### config.mk
export PLATFORM = sky130hd
export DESIGN_NAME = pgw_walker
export DESIGN_NICKNAME = d
export VERILOG_FILES = /design/src/rtl/pgw_pkg.sv /design/src/rtl/pgw_entry_addr.sv /design/src/rtl/pgw_bound_chk.sv /design/src/rtl/pgw_fsm.sv /design/src/rtl/pgw_walker.sv
export SDC_FILE = /design/constraint.sdc
export NUM_CORES = 1
export LEC_CHECK = 0
export ABC_AREA = 1
export BUFFER_PORTS_ARGS = -buffer_cell sky130_fd_sc_hd__buf_2
export CAP_MARGIN = 10
export CORE_MARGIN = 1
export CORE_UTILIZATION = 53
export CTS_BUF_LIST = sky130_fd_sc_hd__clkbuf_4 sky130_fd_sc_hd__clkbuf_8 sky130_fd_sc_hd__clkbuf_16
export CTS_CLUSTER_DIAMETER = 200
export DETAILED_ROUTE_END_ITERATION = 16
export PLACE_DENSITY = 0.86
export SYNTH_ARGS = -nofsm -noshare
export SYNTH_HDL_FRONTEND = slang
export SYNTH_SLANG_ARGS = --single-unit
### constraint.sdc
create_clock -name clk -period 4.14 [get_ports clk]
set_input_delay 0.207 -clock clk [delete_from_list [all_inputs] [get_ports clk]]
set_output_delay 0.207 -clock clk [all_outputs]
set_load 0.02 [all_outputs]
### src/rtl/pgw_pkg.sv
package pgw_pkg;

   typedef enum logic [1:0] {
      FLT_NONE  = 2'd0,
      FLT_LEN   = 2'd1,
      FLT_OUTER = 2'd2,
      FLT_INNER = 2'd3
   } pgw_fault_e;

   typedef enum logic [2:0] {
      ST_IDLE    = 3'd0,
      ST_READ_L1 = 3'd1,
      ST_WAIT_L1 = 3'd2,
      ST_READ_L2 = 3'd3,
      ST_WAIT_L2 = 3'd4,
      ST_DONE    = 3'd5
   } pgw_state_e;

endpackage

### src/rtl/pgw_entry_addr.sv
// Forms the byte address of a table entry from a table frame and an index.
module pgw_entry_addr #(
   parameter int FRAME_W = 20,
   parameter int OFF_W   = 12,
   parameter int IDX_W   = 10,
   parameter int SHIFT   = 2
) (
   input  logic [FRAME_W-1:0]       frame,
   input  logic [IDX_W-1:0]         idx,
   output logic [FRAME_W+OFF_W-1:0] addr
);
   localparam int AW = FRAME_W + OFF_W;

   generate
      if (IDX_W + SHIFT <= OFF_W) begin : g_concat
         // the scaled index fits inside the page: no carry into the frame
         logic [OFF_W-1:0] low;
         assign low  = OFF_W'(idx) << SHIFT;
         assign addr = {frame, low};
      end else begin : g_add
         assign addr = {frame, {OFF_W{1'b0}}} + (AW'(idx) << SHIFT);
      end
   endgenerate
endmodule

### src/rtl/pgw_bound_chk.sv
// Compares the top-level index against the table length.
module pgw_bound_chk #(
   parameter int IDX_W  = 10,
   parameter bit ENABLE = 1'b1
) (
   input  logic [IDX_W-1:0] idx,
   input  logic [IDX_W:0]   len,
   output logic             in_range
);
   generate
      if (ENABLE) begin : g_cmp
         assign in_range = ({1'b0, idx} < len);
      end else begin : g_none
         logic unused_bound;
         assign unused_bound = ^{idx, len};
         assign in_range     = 1'b1;
      end
   endgenerate
endmodule

### src/rtl/pgw_fsm.sv
// Walk sequencer: captures the request, steps through both reads, forms the result.
module pgw_fsm
   import pgw_pkg::*;
#(
   parameter int OUT_W = 10,
   parameter int IN_W  = 10,
   parameter int OFF_W = 12
) (
   input  logic                      clk,
   input  logic                      rst_n,
   input  logic                      req_valid,
   output logic                      req_ready,
   input  logic [OUT_W+IN_W+OFF_W-1:0] req_va,
   input  logic [OUT_W+IN_W-1:0]     base_frame,
   input  logic                      len_ok,
   output logic                      mem_req_valid,
   input  logic                      mem_req_ready,
   input  logic                      mem_rsp_valid,
   input  logic [OUT_W+IN_W+OFF_W-1:0] mem_rsp_data,
   output logic [OUT_W+IN_W-1:0]     tbl_frame,
   output logic [OUT_W-1:0]          tbl_idx_hi,
   output logic [IN_W-1:0]           tbl_idx_lo,
   output logic                      use_hi,
   output logic                      rsp_valid,
   output logic [OUT_W+IN_W+OFF_W-1:0] rsp_pa,
   output pgw_fault_e                rsp_fault
);
   localparam int VA_W = OUT_W + IN_W + OFF_W;
   localparam int FR_W = OUT_W + IN_W;

   pgw_state_e        st_q, st_d;
   logic [VA_W-1:0]   va_q;
   logic [FR_W-1:0]   frame_q;
   logic [VA_W-1:0]   pa_q;
   pgw_fault_e        fault_q;

   logic              entry_ok;
   logic [FR_W-1:0]   entry_frame;
   logic              unused_pte;

   assign entry_ok    = mem_rsp_data[0];
   assign entry_frame = mem_rsp_data[VA_W-1:OFF_W];
   assign unused_pte  = ^mem_rsp_data[OFF_W-1:1];

   always_comb begin
      st_d = st_q;
      unique case (st_q)
         ST_IDLE:    if (req_valid) st_d = len_ok ? ST_READ_L1 : ST_DONE;
         ST_READ_L1: if (mem_req_ready) st_d = ST_WAIT_L1;
         ST_WAIT_L1: if (mem_rsp_valid) st_d = entry_ok ? ST_READ_L2 : ST_DONE;
         ST_READ_L2: if (mem_req_ready) st_d = ST_WAIT_L2;
         ST_WAIT_L2: if (mem_rsp_valid) st_d = ST_DONE;
         ST_DONE:    st_d = ST_IDLE;
         default:    st_d = ST_IDLE;
      endcase
   end

   always_ff @(posedge clk or negedge rst_n) begin
      if (!rst_n) begin
         st_q    <= ST_IDLE;
         va_q    <= '0;
         frame_q <= '0;
         pa_q    <= '0;
         fault_q <= FLT_NONE;
      end else begin
         st_q <= st_d;
         unique case (st_q)
            ST_IDLE: begin
               if (req_valid) begin
                  va_q    <= req_va;
                  frame_q <= base_frame;
                  pa_q    <= '0;
                  fault_q <= len_ok ? FLT_NONE : FLT_LEN;
               end
            end
            ST_WAIT_L1: begin
               if (mem_rsp_valid) begin
                  if (entry_ok) frame_q <= entry_frame;
                  else          fault_q <= FLT_OUTER;
               end
            end
            ST_WAIT_L2: begin
               if (mem_rsp_valid) begin
                  if (entry_ok) pa_q    <= {entry_frame, va_q[OFF_W-1:0]};
                  else          fault_q <= FLT_INNER;
               end
            end
            default: ;
         endcase
      end
   end

   assign req_ready     = (st_q == ST_IDLE);
   assign mem_req_valid = (st_q == ST_READ_L1) || (st_q == ST_READ_L2);
   assign use_hi        = (st_q == ST_READ_L1);
   assign tbl_frame     = frame_q;
   assign tbl_idx_hi    = va_q[VA_W-1 -: OUT_W];
   assign tbl_idx_lo    = va_q[OFF_W +: IN_W];
   assign rsp_valid     = (st_q == ST_DONE);
   assign rsp_pa        = pa_q;
   assign rsp_fault     = fault_q;
endmodule

### src/rtl/pgw_walker.sv
// Top level: two-level table walk with a bounded top-level index.
module pgw_walker #(
   parameter int VA_W      = 32,
   parameter int OUT_W     = 10,
   parameter int IN_W      = 10,
   parameter int OFF_W     = 12,
   parameter int ENTRY_B   = 4,
   parameter bit LEN_CHECK = 1'b1
) (
   input  logic                 clk,
   input  logic                 rst_n,
   input  logic                 req_valid,
   output logic                 req_ready,
   input  logic [VA_W-1:0]      req_va,
   input  logic [VA_W-OFF_W-1:0] tbl_base,
   input  logic [OUT_W:0]       tbl_len,
   output logic                 mem_req_valid,
   input  logic                 mem_req_ready,
   output logic [VA_W-1:0]      mem_req_addr,
   input  logic                 mem_rsp_valid,
   input  logic [VA_W-1:0]      mem_rsp_data,
   output logic                 rsp_valid,
   output logic [VA_W-1:0]      rsp_pa,
   output logic [1:0]           rsp_fault
);
   localparam int FR_W  = VA_W - OFF_W;
   localparam int SHIFT = $clog2(ENTRY_B);
   localparam int MAX_W = (OUT_W > IN_W) ? OUT_W : IN_W;

   if (OUT_W + IN_W + OFF_W != VA_W) begin : g_bad_split
      $error("pgw_walker: index and offset widths must sum to VA_W");
   end
   if (ENTRY_B * 8 != VA_W) begin : g_bad_entry
      $error("pgw_walker: an entry must be one address-wide word");
   end
   if ((1 << SHIFT) != ENTRY_B) begin : g_bad_pow2
      $error("pgw_walker: entry size must be a power of two");
   end

   logic                 len_ok;
   logic [FR_W-1:0]      tbl_frame;
   logic [OUT_W-1:0]     idx_hi;
   logic [IN_W-1:0]      idx_lo;
   logic                 use_hi;
   logic [MAX_W-1:0]     idx_sel;
   pgw_pkg::pgw_fault_e  fault;

   pgw_bound_chk #(.IDX_W(OUT_W), .ENABLE(LEN_CHECK)) u_bound (
      .idx      (req_va[VA_W-1 -: OUT_W]),
      .len      (tbl_len),
      .in_range (len_ok)
   );

   pgw_fsm #(.OUT_W(OUT_W), .IN_W(IN_W), .OFF_W(OFF_W)) u_fsm (
      .clk           (clk),
      .rst_n         (rst_n),
      .req_valid     (req_valid),
      .req_ready     (req_ready),
      .req_va        (req_va),
      .base_frame    (tbl_base),
      .len_ok        (len_ok),
      .mem_req_valid (mem_req_valid),
      .mem_req_ready (mem_req_ready),
      .mem_rsp_valid (mem_rsp_valid),
      .mem_rsp_data  (mem_rsp_data),
      .tbl_frame     (tbl_frame),
      .tbl_idx_hi    (idx_hi),
      .tbl_idx_lo    (idx_lo),
      .use_hi        (use_hi),
      .rsp_valid     (rsp_valid),
      .rsp_pa        (rsp_pa),
      .rsp_fault     (fault)
   );

   assign idx_sel   = use_hi ? MAX_W'(idx_hi) : MAX_W'(idx_lo);
   assign rsp_fault = fault;

   pgw_entry_addr #(.FRAME_W(FR_W), .OFF_W(OFF_W), .IDX_W(MAX_W), .SHIFT(SHIFT)) u_eaddr (
      .frame (tbl_frame),
      .idx   (idx_sel),
      .addr  (mem_req_addr)
   );
endmodule

=== Word level (Yosys, flattened, before mapping) ===
Index checks and enable logic that the tools add are counted.

* Flip-flop bits (word level): 89
* Input bits: 100
* Output and inout port bits: 69
* Logic and storage cells: 54

* $lt $le $gt $ge: 1
* Equal/unequal tests: 14
* Multiplexer cells: 24
* Reduce and logical (&&, ||, !) cells: 10

{| class="wikitable"
|+ Operators with widths
! kind !! count
|-
| 32-bit 2-to-1 mux || 3
|-
| 32-bit case mux with 2 select lines || 1
|-
| 20-bit 2-to-1 mux || 3
|-
| 20-bit case mux with 2 select lines || 1
|-
| 3-bit 2-to-1 mux || 7
|-
| 2-bit inequality test, second input constant || 9
|-
| 3-bit case mux with 5 select lines || 1
|-
| 10-bit by 11-bit less-than comparator with 1-bit output || 1
|-
| 10-bit 2-to-1 mux || 1
|-
| 2-bit 2-to-1 mux || 5
|-
| 4-bit AND reduction || 2
|-
| 3-bit by 2-bit equality test with 1-bit output, second input constant || 2
|-
| 3-bit equality test, second input constant || 2
|-
| 2-bit case mux with 3 select lines || 1
|-
| 6-bit AND reduction || 1
|-
| 5-bit AND reduction || 1
|-
| 2-bit nonzero test || 2
|-
| 3-bit by 1-bit equality test with 1-bit output, second input constant || 1
|-
| 3-bit logical NOT || 1
|-
| 3-bit nonzero test || 1
|-
| 2-bit AND reduction || 1
|-
| 1-bit logical OR || 1
|-
| 1-bit 2-to-1 mux || 1
|}

=== Depth between registers and ports, before layout ===
Gate-level depths: netlist of the first run.

* Depth in word-level cells: 4
* Mapped depth: 12
* Gate-level depth less buffers: 12

=== Hierarchy ===
Synthesis of the first run repeated with hierarchy kept, for this count alone.

* Cells, all modules: 624
* Area total of the unflattened synthesis: 4754.6 sq um

{| class="wikitable"
|+ Modules (own cells, without submodules)
! module !! times used !! cells each !! area an instance (sq um) !! sequential area each (sq um)
|-
| pgw_fsm || 1 || 510 || 4103.9 || 2227.1
|-
| pgw_bound_chk || 1 || 49 || 279.0 || 0.0
|-
| pgw_entry_addr || 1 || 33 || 244.0 || 0.0
|-
| pgw_walker || 1 || 32 || 127.6 || 0.0
|}

=== Worst setup path after synthesis of the first run ===
OpenSTA, ideal clock, no wires.

* Path type: register -> register
* Start point: register u_fsm.st_q[1]
* End point: register u_fsm.pa_q[21], in the netlist u_fsm.rsp_pa[21]
* Library setup time: 0.126 ns
* Arrival time: 1.572 ns
* Required time: 4.014 ns
* Slack: 2.442 ns
* Stages on the path, launching flop included: 8
* Path buffers: 1
* Clock period less this slack: 1.698 ns
* Cells stage by stage: dfrtp_1 -> inv_2 -> nand2_1 -> nor2_2 -> nand2_2 -> a21boi_4 -> buf_2 -> o21ai_0

* Cells in the longest elaborated chain, start to end: 3
* Elaborated cells on any way between the ends: 8
* Those cells by class: 4 x eq/ne; 1 x mux; 3 x reduce/logical

{| class="wikitable"
|+ RTL lines
! what !! line !! RTL
|-
| start: declaration || pgw_fsm.sv:31 || <nowiki>pgw_state_e st_q, st_d;</nowiki>
|-
| start signal: assignment || pgw_fsm.sv:66 || <nowiki>st_q <= st_d;</nowiki>
|-
| 3-bit logical NOT * || -- ||
|-
| via req_ready || pgw_walker.sv:13 || <nowiki>output logic req_ready,</nowiki>
|-
| 2-bit inequality test (no source line) or 2-bit nonzero test (tied branches) || -- ||
|-
| 4-bit AND reduction (no source line) || -- ||
|-
| end signal: assignment || pgw_fsm.sv:84 || <nowiki>if (entry_ok) pa_q <= {entry_frame, va_q[OFF_W-1:0]};</nowiki>
|-
| end: declaration || pgw_fsm.sv:34 || <nowiki>logic [VA_W-1:0] pa_q;</nowiki>
|}

Mark *: on every way through the listed nets, which the timed path passes. The rest lies on a longest branch.
A chain may end at the register's enable or synchronous reset.

=== Final worst setup path of the first run ===
* Start point: register u_fsm.st_q[1]
* End point: register u_fsm.va_q[31]

* Cells in the longest elaborated chain, start to end: 2

{| class="wikitable"
|+ RTL lines
! what !! line !! RTL
|-
| 3-bit logical NOT || pgw_fsm.sv:67 || <nowiki>unique case (st_q)</nowiki>
|-
| 2-bit AND reduction (no source line) || -- ||
|-
| end signal: assignment || pgw_fsm.sv:70 || <nowiki>va_q <= req_va;</nowiki>
|-
| end: declaration || pgw_fsm.sv:32 || <nowiki>logic [VA_W-1:0] va_q;</nowiki>
|}

Every way passes these cells.

==> results.cfg, run 1 <==
[run_status]
outcome = complete, no violations

[setup_path]
path_class = flop to flop
slowest_stage = inv_1
worstSetupStartpointType = flop
cp-end-kind = flop
arrival_ps = 2760
cpMostUsedCell = nand2_1
cpPeakStageDelay_ps = 910
crit_chain = inv_2 -> nand2_1 -> nor2_2 -> nand2_2 -> inv_1 -> nand2_1 -> nand2_1
crit_fanout = 35
worstPathRequired_ps = 4430

[timing]
timing.hold.ws_ps = 21.08
min_period_ps = 2474
fmax_mhz = 404.2
worst_pin_slew_ps = 1123
setup_viol = 0
hold_viol_final = 0
maxSlewViolCount = 0
setup_slack_ps = 1666
rsz0062_at_grt = no
fin_crit_sh_pct = 59.76
fin_tns_setup_ps = 0
slew-limit-headroom_pct = 25.15
skew_ps = 11.87

[global_routing]
grt_util_all_layers_pct = 25.85
grt_pass1_wl_um = 17200
grt_max_degree = 90
grt_overflow_total = 0
antenna_found_initial = 0
grt_pass1_vias = 3832

[final_layout]
n_fill_cell = 651
layout_common_cells = 259 x nand2_1, 154 x buf_2, 89 x dfrtp_1, 60 x inv_1, 44 x o21ai_0
area_growth_pct = 24.04
drive_above_1_share_pct = 25.84
final-seq-area_um2 = 2227
layout_commonest_cell = nand2_1
multi_input_area_um2 = 1668
nNetsFinal = 816
antenna_cells = 0

[yosys]
ys.warnings.count = 0
syn_avg_cell_area_um2 = 7.572
syn-cell-area_um2 = 4263
yosys.cell_types.count = 19
syn-instance-count = 563
ys_seq_elements = 89
yosysSeqAreaShare_pct = 52.25

[drt]
drc_errors = 0
first_pass_iters = 5
wl_per_cell_um = 12.83
drtIter0Drc = 150
viasPerCell = 5.037
num_vias = 4100
ant_nets = 0
drt_wl_total_um = 10450

[clock_tree]
postCtsSetupRepairBufs = 0
cts.sinks = 89
htree_levels = 3
numCtsBuffers = 9
tritoncts = yes
hold_buffers = 0
clk_pin_slew_worst_paths_ps = 90
clk_latency_ps = 350
clockRootBuffer = clkbuf_8
clockBufferDepth = 2
postCtsResizedCells = 0

[place]
dp_slack_ps = 1674
gp_congestion = 0.8324
hpwl_um = 7255
io_buffers = 155

[die]
row_count = 32
coreArea_um2 = 7767
start_util_pct = 54.88
die-area_um2 = 8406
die_h_um = 91.69
ios = 169
die_w_um = 91.69

[power]
p_clk_share_pct = 15.9
p_int_mw = 2.086
seqPwrFrac_pct = 37.1
netSwitchingFraction_pct = 45.76
power.switching_mw = 1.760
leakage_nw = 3.127
p_per_area_nw_per_um2 = 727.2
irDropWorstVdd_uv = 363.5
p_comb_share_pct = 47.0

[job]
max-cap-violations = 0

[worst_hold_path]
min_path_type = input pin to asynchronous set/reset pin
path summary, 6_finish.rpt:
check	from	end	slack [ps]	cells past startpoint
setup / recovery	u_fsm.st_q[1]	u_fsm.va_q[31]	1670	7
hold / removal	rst_n	u_fsm.tbl_frame[9]	20	1
setup reg to reg	u_fsm.st_q[1]	u_fsm.va_q[31]	1670	7
hold reg to reg	u_fsm.va_q[3]	u_fsm.va_q[3]	490	2
max in group asynchronous	rst_n	u_fsm.rsp_pa[11]	3350	1
min in group clk	req_va[9]	u_fsm.va_q[9]	40	3
synth_stat cells:
| cell | instances | area share (%) |
|---|---|---|
| nor2_2 | 2 | 0.29 |
| ha_1 | 9 | 2.6 |
| nor3_1 | 2 | 0.23 |
| conb_1 | 1 | 0.088 |
| nor2_1 | 7 | 0.62 |
| o21ai_1 | 11 | 1.3 |
| nand3_1 | 36 | 4.2 |
| nand2_1 | 259 | 23 |
| clkbuf_1 | 18 | 1.6 |
| buf_2 | 6 | 0.70 |
| a21boi_4 | 1 | 0.44 |
| inv_2 | 3 | 0.26 |
| inv_1 | 60 | 5.3 |
| dfrtp_1 | 89 | 52 |
| o21ai_0 | 45 | 5.3 |
| a21oi_1 | 7 | 0.82 |
| nand2_2 | 1 | 0.15 |
| buf_4 | 5 | 0.88 |
| a31oi_1 | 1 | 0.15 |
critical path: cells and delay by family (launching register included):
kind | cells | cell delay (ps)
buf+inv | 2 | 990
simple gates | 5 | 950
flops | 1 | 460
power by group through the flow:
stage / Combinational (mW) / Clock [mW] / Sequential, mW
floorplan: 0.998 / 0 / 1.65
global placement: 1.76 / 0 / 1.42
detailed placement: 1.80 / 0 / 1.44
CTS: 1.82 / 0.625 / 1.42
global route: 2.02 / 0.659 / 1.47
finish: 1.81 / 0.612 / 1.43
registers in the layout, indices dropped and copies added, names as in the netlist:
signal	cells
u_fsm.tbl_frame	20
u_fsm.va_q	32
u_fsm.rsp_fault	2
u_fsm.st_q	3
u_fsm.rsp_pa	32
per-layer routing:
layer	vias to the layer above	GRT usage [%]	wire length, µm
met3	14	4.312	757
met4	0	8.069	136
met5	-	0	0
met1	1906	31.96	4380
li1	2016	-	-
met2	164	46.18	5170
cell type report:
cell class | count | area share (%)
repair buffers | 161 | 15.57
flip-flops and latches | 89 | 42.12
inverters | 63 | 4.472
clock buffers | 10 | 2.485
clock inverters | 6 | 1.396
multi-input cells | 383 | 31.54
well taps | 102 | 2.414
per-stage QoR:
step | utilization [%] | cell area (µm²) | total power, mW | std cells
after floorplan | - | 4267 | 2.648 | 564
after global placement | 65.43 | 5082 | 3.185 | 798
after detailed placement | 65.43 | 5082 | 3.244 | 798
after CTS | 68.07 | 5288 | 3.867 | 814
after global routing | 68.07 | 5288 | 4.142 | 814
final | 68.07 | 5288 | 3.845 | 814
kinds of logic after synthesis:
| family | count (synthesis) | synth area share, % |
|---|---|---|
| and+or+nand+nor | 307 | 28.32 |
| buffers and inverters | 92 | 8.717 |
| DFF | 89 | 52.25 |
| AOI/OAI and AO/OA | 65 | 7.984 |
| other | 1 | 0.08797 |
| adders and majority gates | 9 | 2.642 |
(Power assumes the default switching activity.)
==> run 2: changes to the inputs <==
--- a/config.mk
+++ b/config.mk
@@ -9,11 +9,11 @@
 export BUFFER_PORTS_ARGS = -buffer_cell sky130_fd_sc_hd__buf_2
 export CAP_MARGIN = 10
 export CORE_MARGIN = 1
-export CORE_UTILIZATION = 53
+export CORE_UTILIZATION = 49
 export CTS_BUF_LIST = sky130_fd_sc_hd__clkbuf_4 sky130_fd_sc_hd__clkbuf_8 sky130_fd_sc_hd__clkbuf_16
 export CTS_CLUSTER_DIAMETER = 200
 export DETAILED_ROUTE_END_ITERATION = 16
-export PLACE_DENSITY = 0.86
+export PLACE_DENSITY = 0.81
 export SYNTH_ARGS = -nofsm -noshare
 export SYNTH_HDL_FRONTEND = slang
 export SYNTH_SLANG_ARGS = --single-unit
==> constraint.sdc (replaced) <==
create_clock -name clk -period 2.6 [get_ports clk]
set_input_delay 0.13 -clock clk [delete_from_list [all_inputs] [get_ports clk]]
set_output_delay 0.13 -clock clk [all_outputs]
set_load 0.02 [all_outputs]
==> results.cfg, run 2 (same netlist as run 1, synthesis figures left out) <==
[power]
irDropWorstVdd_uv = 545.8
p_comb_share_pct = 48.2
netSwitchingFraction_pct = 46.80
p_clk_share_pct = 15.0
p_per_area_nw_per_um2 = 1094
power.total_mw = 6.165
leakage_nw = 3.276
power.switching_mw = 2.885
seqPwrFrac_pct = 36.8
p_int_mw = 3.280

[global_routing]
grt_util_all_layers_pct = 26.37
grt_max_degree = 85
antenna_found_initial = 0
grt_overflow_total = 0
grt_pass1_vias = 4135
grt_pass1_wl_um = 18270

[timing]
fin_crit_sh_pct = 80.42
timing.hold.ws_ps = 16.98
rsz0062_at_grt = no
slew-limit-headroom_pct = 60.11
setup_slack_ps = 509.2
min_period_ps = 2091
fin_tns_setup_ps = 0
worst_pin_slew_ps = 598.3
setup_viol = 0
fmax_mhz = 478.3
hold_viol_final = 0
maxSlewViolCount = 0
skew_ps = 10.04

[final_layout]
final-seq-area_um2 = 2227
finalNonFillerCells = 853
multi_input_area_um2 = 1668
stdcell_area_um2 = 5638
layout_common_cells = 259 x nand2_1, 154 x buf_2, 89 x dfrtp_1, 60 x inv_1, 44 x o21ai_0
area_growth_pct = 32.26
n_fill_cell = 692
nNetsFinal = 852
postLayoutCoreUtil_pct = 67.93
layout_commonest_cell = nand2_1
antenna_cells = 0
drive_above_1_share_pct = 25.27

[die]
row_count = 33
die_w_um = 95.27
die-area_um2 = 9076
coreArea_um2 = 8299
die_h_um = 95.27
start_util_pct = 51.36
ios = 169

[drt]
drtIter0Drc = 176
num_vias = 4272
wl_per_cell_um = 13.51
drt_wl_total_um = 11530
ant_nets = 0
viasPerCell = 5.008
first_pass_iters = 5
drc_errors = 0

[place]
io_buffers = 155
place_area_um2 = 5136
dp_cells = 806
dp_slack_ps = 545.6
gp_congestion = 0.8133
hpwl_um = 7710

[clock_tree]
tritoncts = yes
clk_pin_slew_worst_paths_ps = 100
numCtsBuffers = 9
clockRootBuffer = clkbuf_8
clk_latency_ps = 360
htree_levels = 3
clockBufferDepth = 2
postCtsResizedCells = 0
cts.sinks = 89

[run_status]
outcome = complete, no violations

[setup_path]
worstPathRequired_ps = 2470
arrival_ps = 1960
cp-end-kind = primary output
cpLargestDelayFamily = simple AND/OR/NAND/NOR gates
crit_fanout = 11
crit_chain = nor2_1 -> nand2_1 -> inv_1 -> nand2_1 -> nand2_1 -> buf_2
slowest_stage = dfrtp_1
cpPeakStageDelay_ps = 440
path_buf_inv = 2
worstSetupStartpointType = flop
cpMostUsedCell = nand2_1
path_class = flop to primary output

[worst_hold_path]
min_path_type = input pin to flop

[job]
max-cap-violations = 0
[run 2: power groups by stage]
stage	combinational, mW	clock (mW)	sequential [mW]
global route	3.31	1.01	2.33
floorplan	1.59	0	2.63
detailed placement	2.93	0	2.29
CTS	2.98	0.954	2.26
global placement	2.86	0	2.26
finish	2.97	0.923	2.27
[run 2: timing repair]
| action | CTS | global route |
|---|---|---|
| setup buffers | 0 | 0 |
| hold endpoints to repair | 119 | 0 |
| hold buffers | 31 | 0 |
[run 2: area by class of cell]
type	instances	share of cell area [%]
Inverter	63	4.194
Timing Repair Buffer	197	20.99
Clock inverter	7	1.198
Sequential cell	89	39.50
Clock buffer	9	2.197
Multi-Input combinational cell	383	29.58
Tap cell	105	2.330
[run 2: worst paths after layout]
kind | start | end | slack (ps) | cells after the start
worst max-delay path | u_fsm.st_q[2] | mem_req_addr[4] | 510 | 6
worst min-delay path | req_va[29] | u_fsm.va_q[29] | 20 | 3
worst max register to register | u_fsm.st_q[1] | u_fsm.rsp_pa[29] | 520 | 9
worst min register to register | u_fsm.va_q[19] | u_fsm.va_q[19] | 490 | 2
max in group asynchronous | rst_n | u_fsm.va_q[2] | 1820 | 3
min in group asynchronous | rst_n | u_fsm.rsp_fault[0] | 130 | 2
[run 2: metal layers]
metal	vias up	global-route usage, %	wire length, µm
met4	0	10.35	221
li1	2085	-	-
met3	21	5.183	847
met2	199	47.56	5774
met1	1967	30.56	4683
met5	-	0	0
[run 2: worst min-delay path: cells and delay by family]
family | cells | cell delay [ps]
buffers and inverters | 1 | 100
and+or+nand+nor | 2 | 110
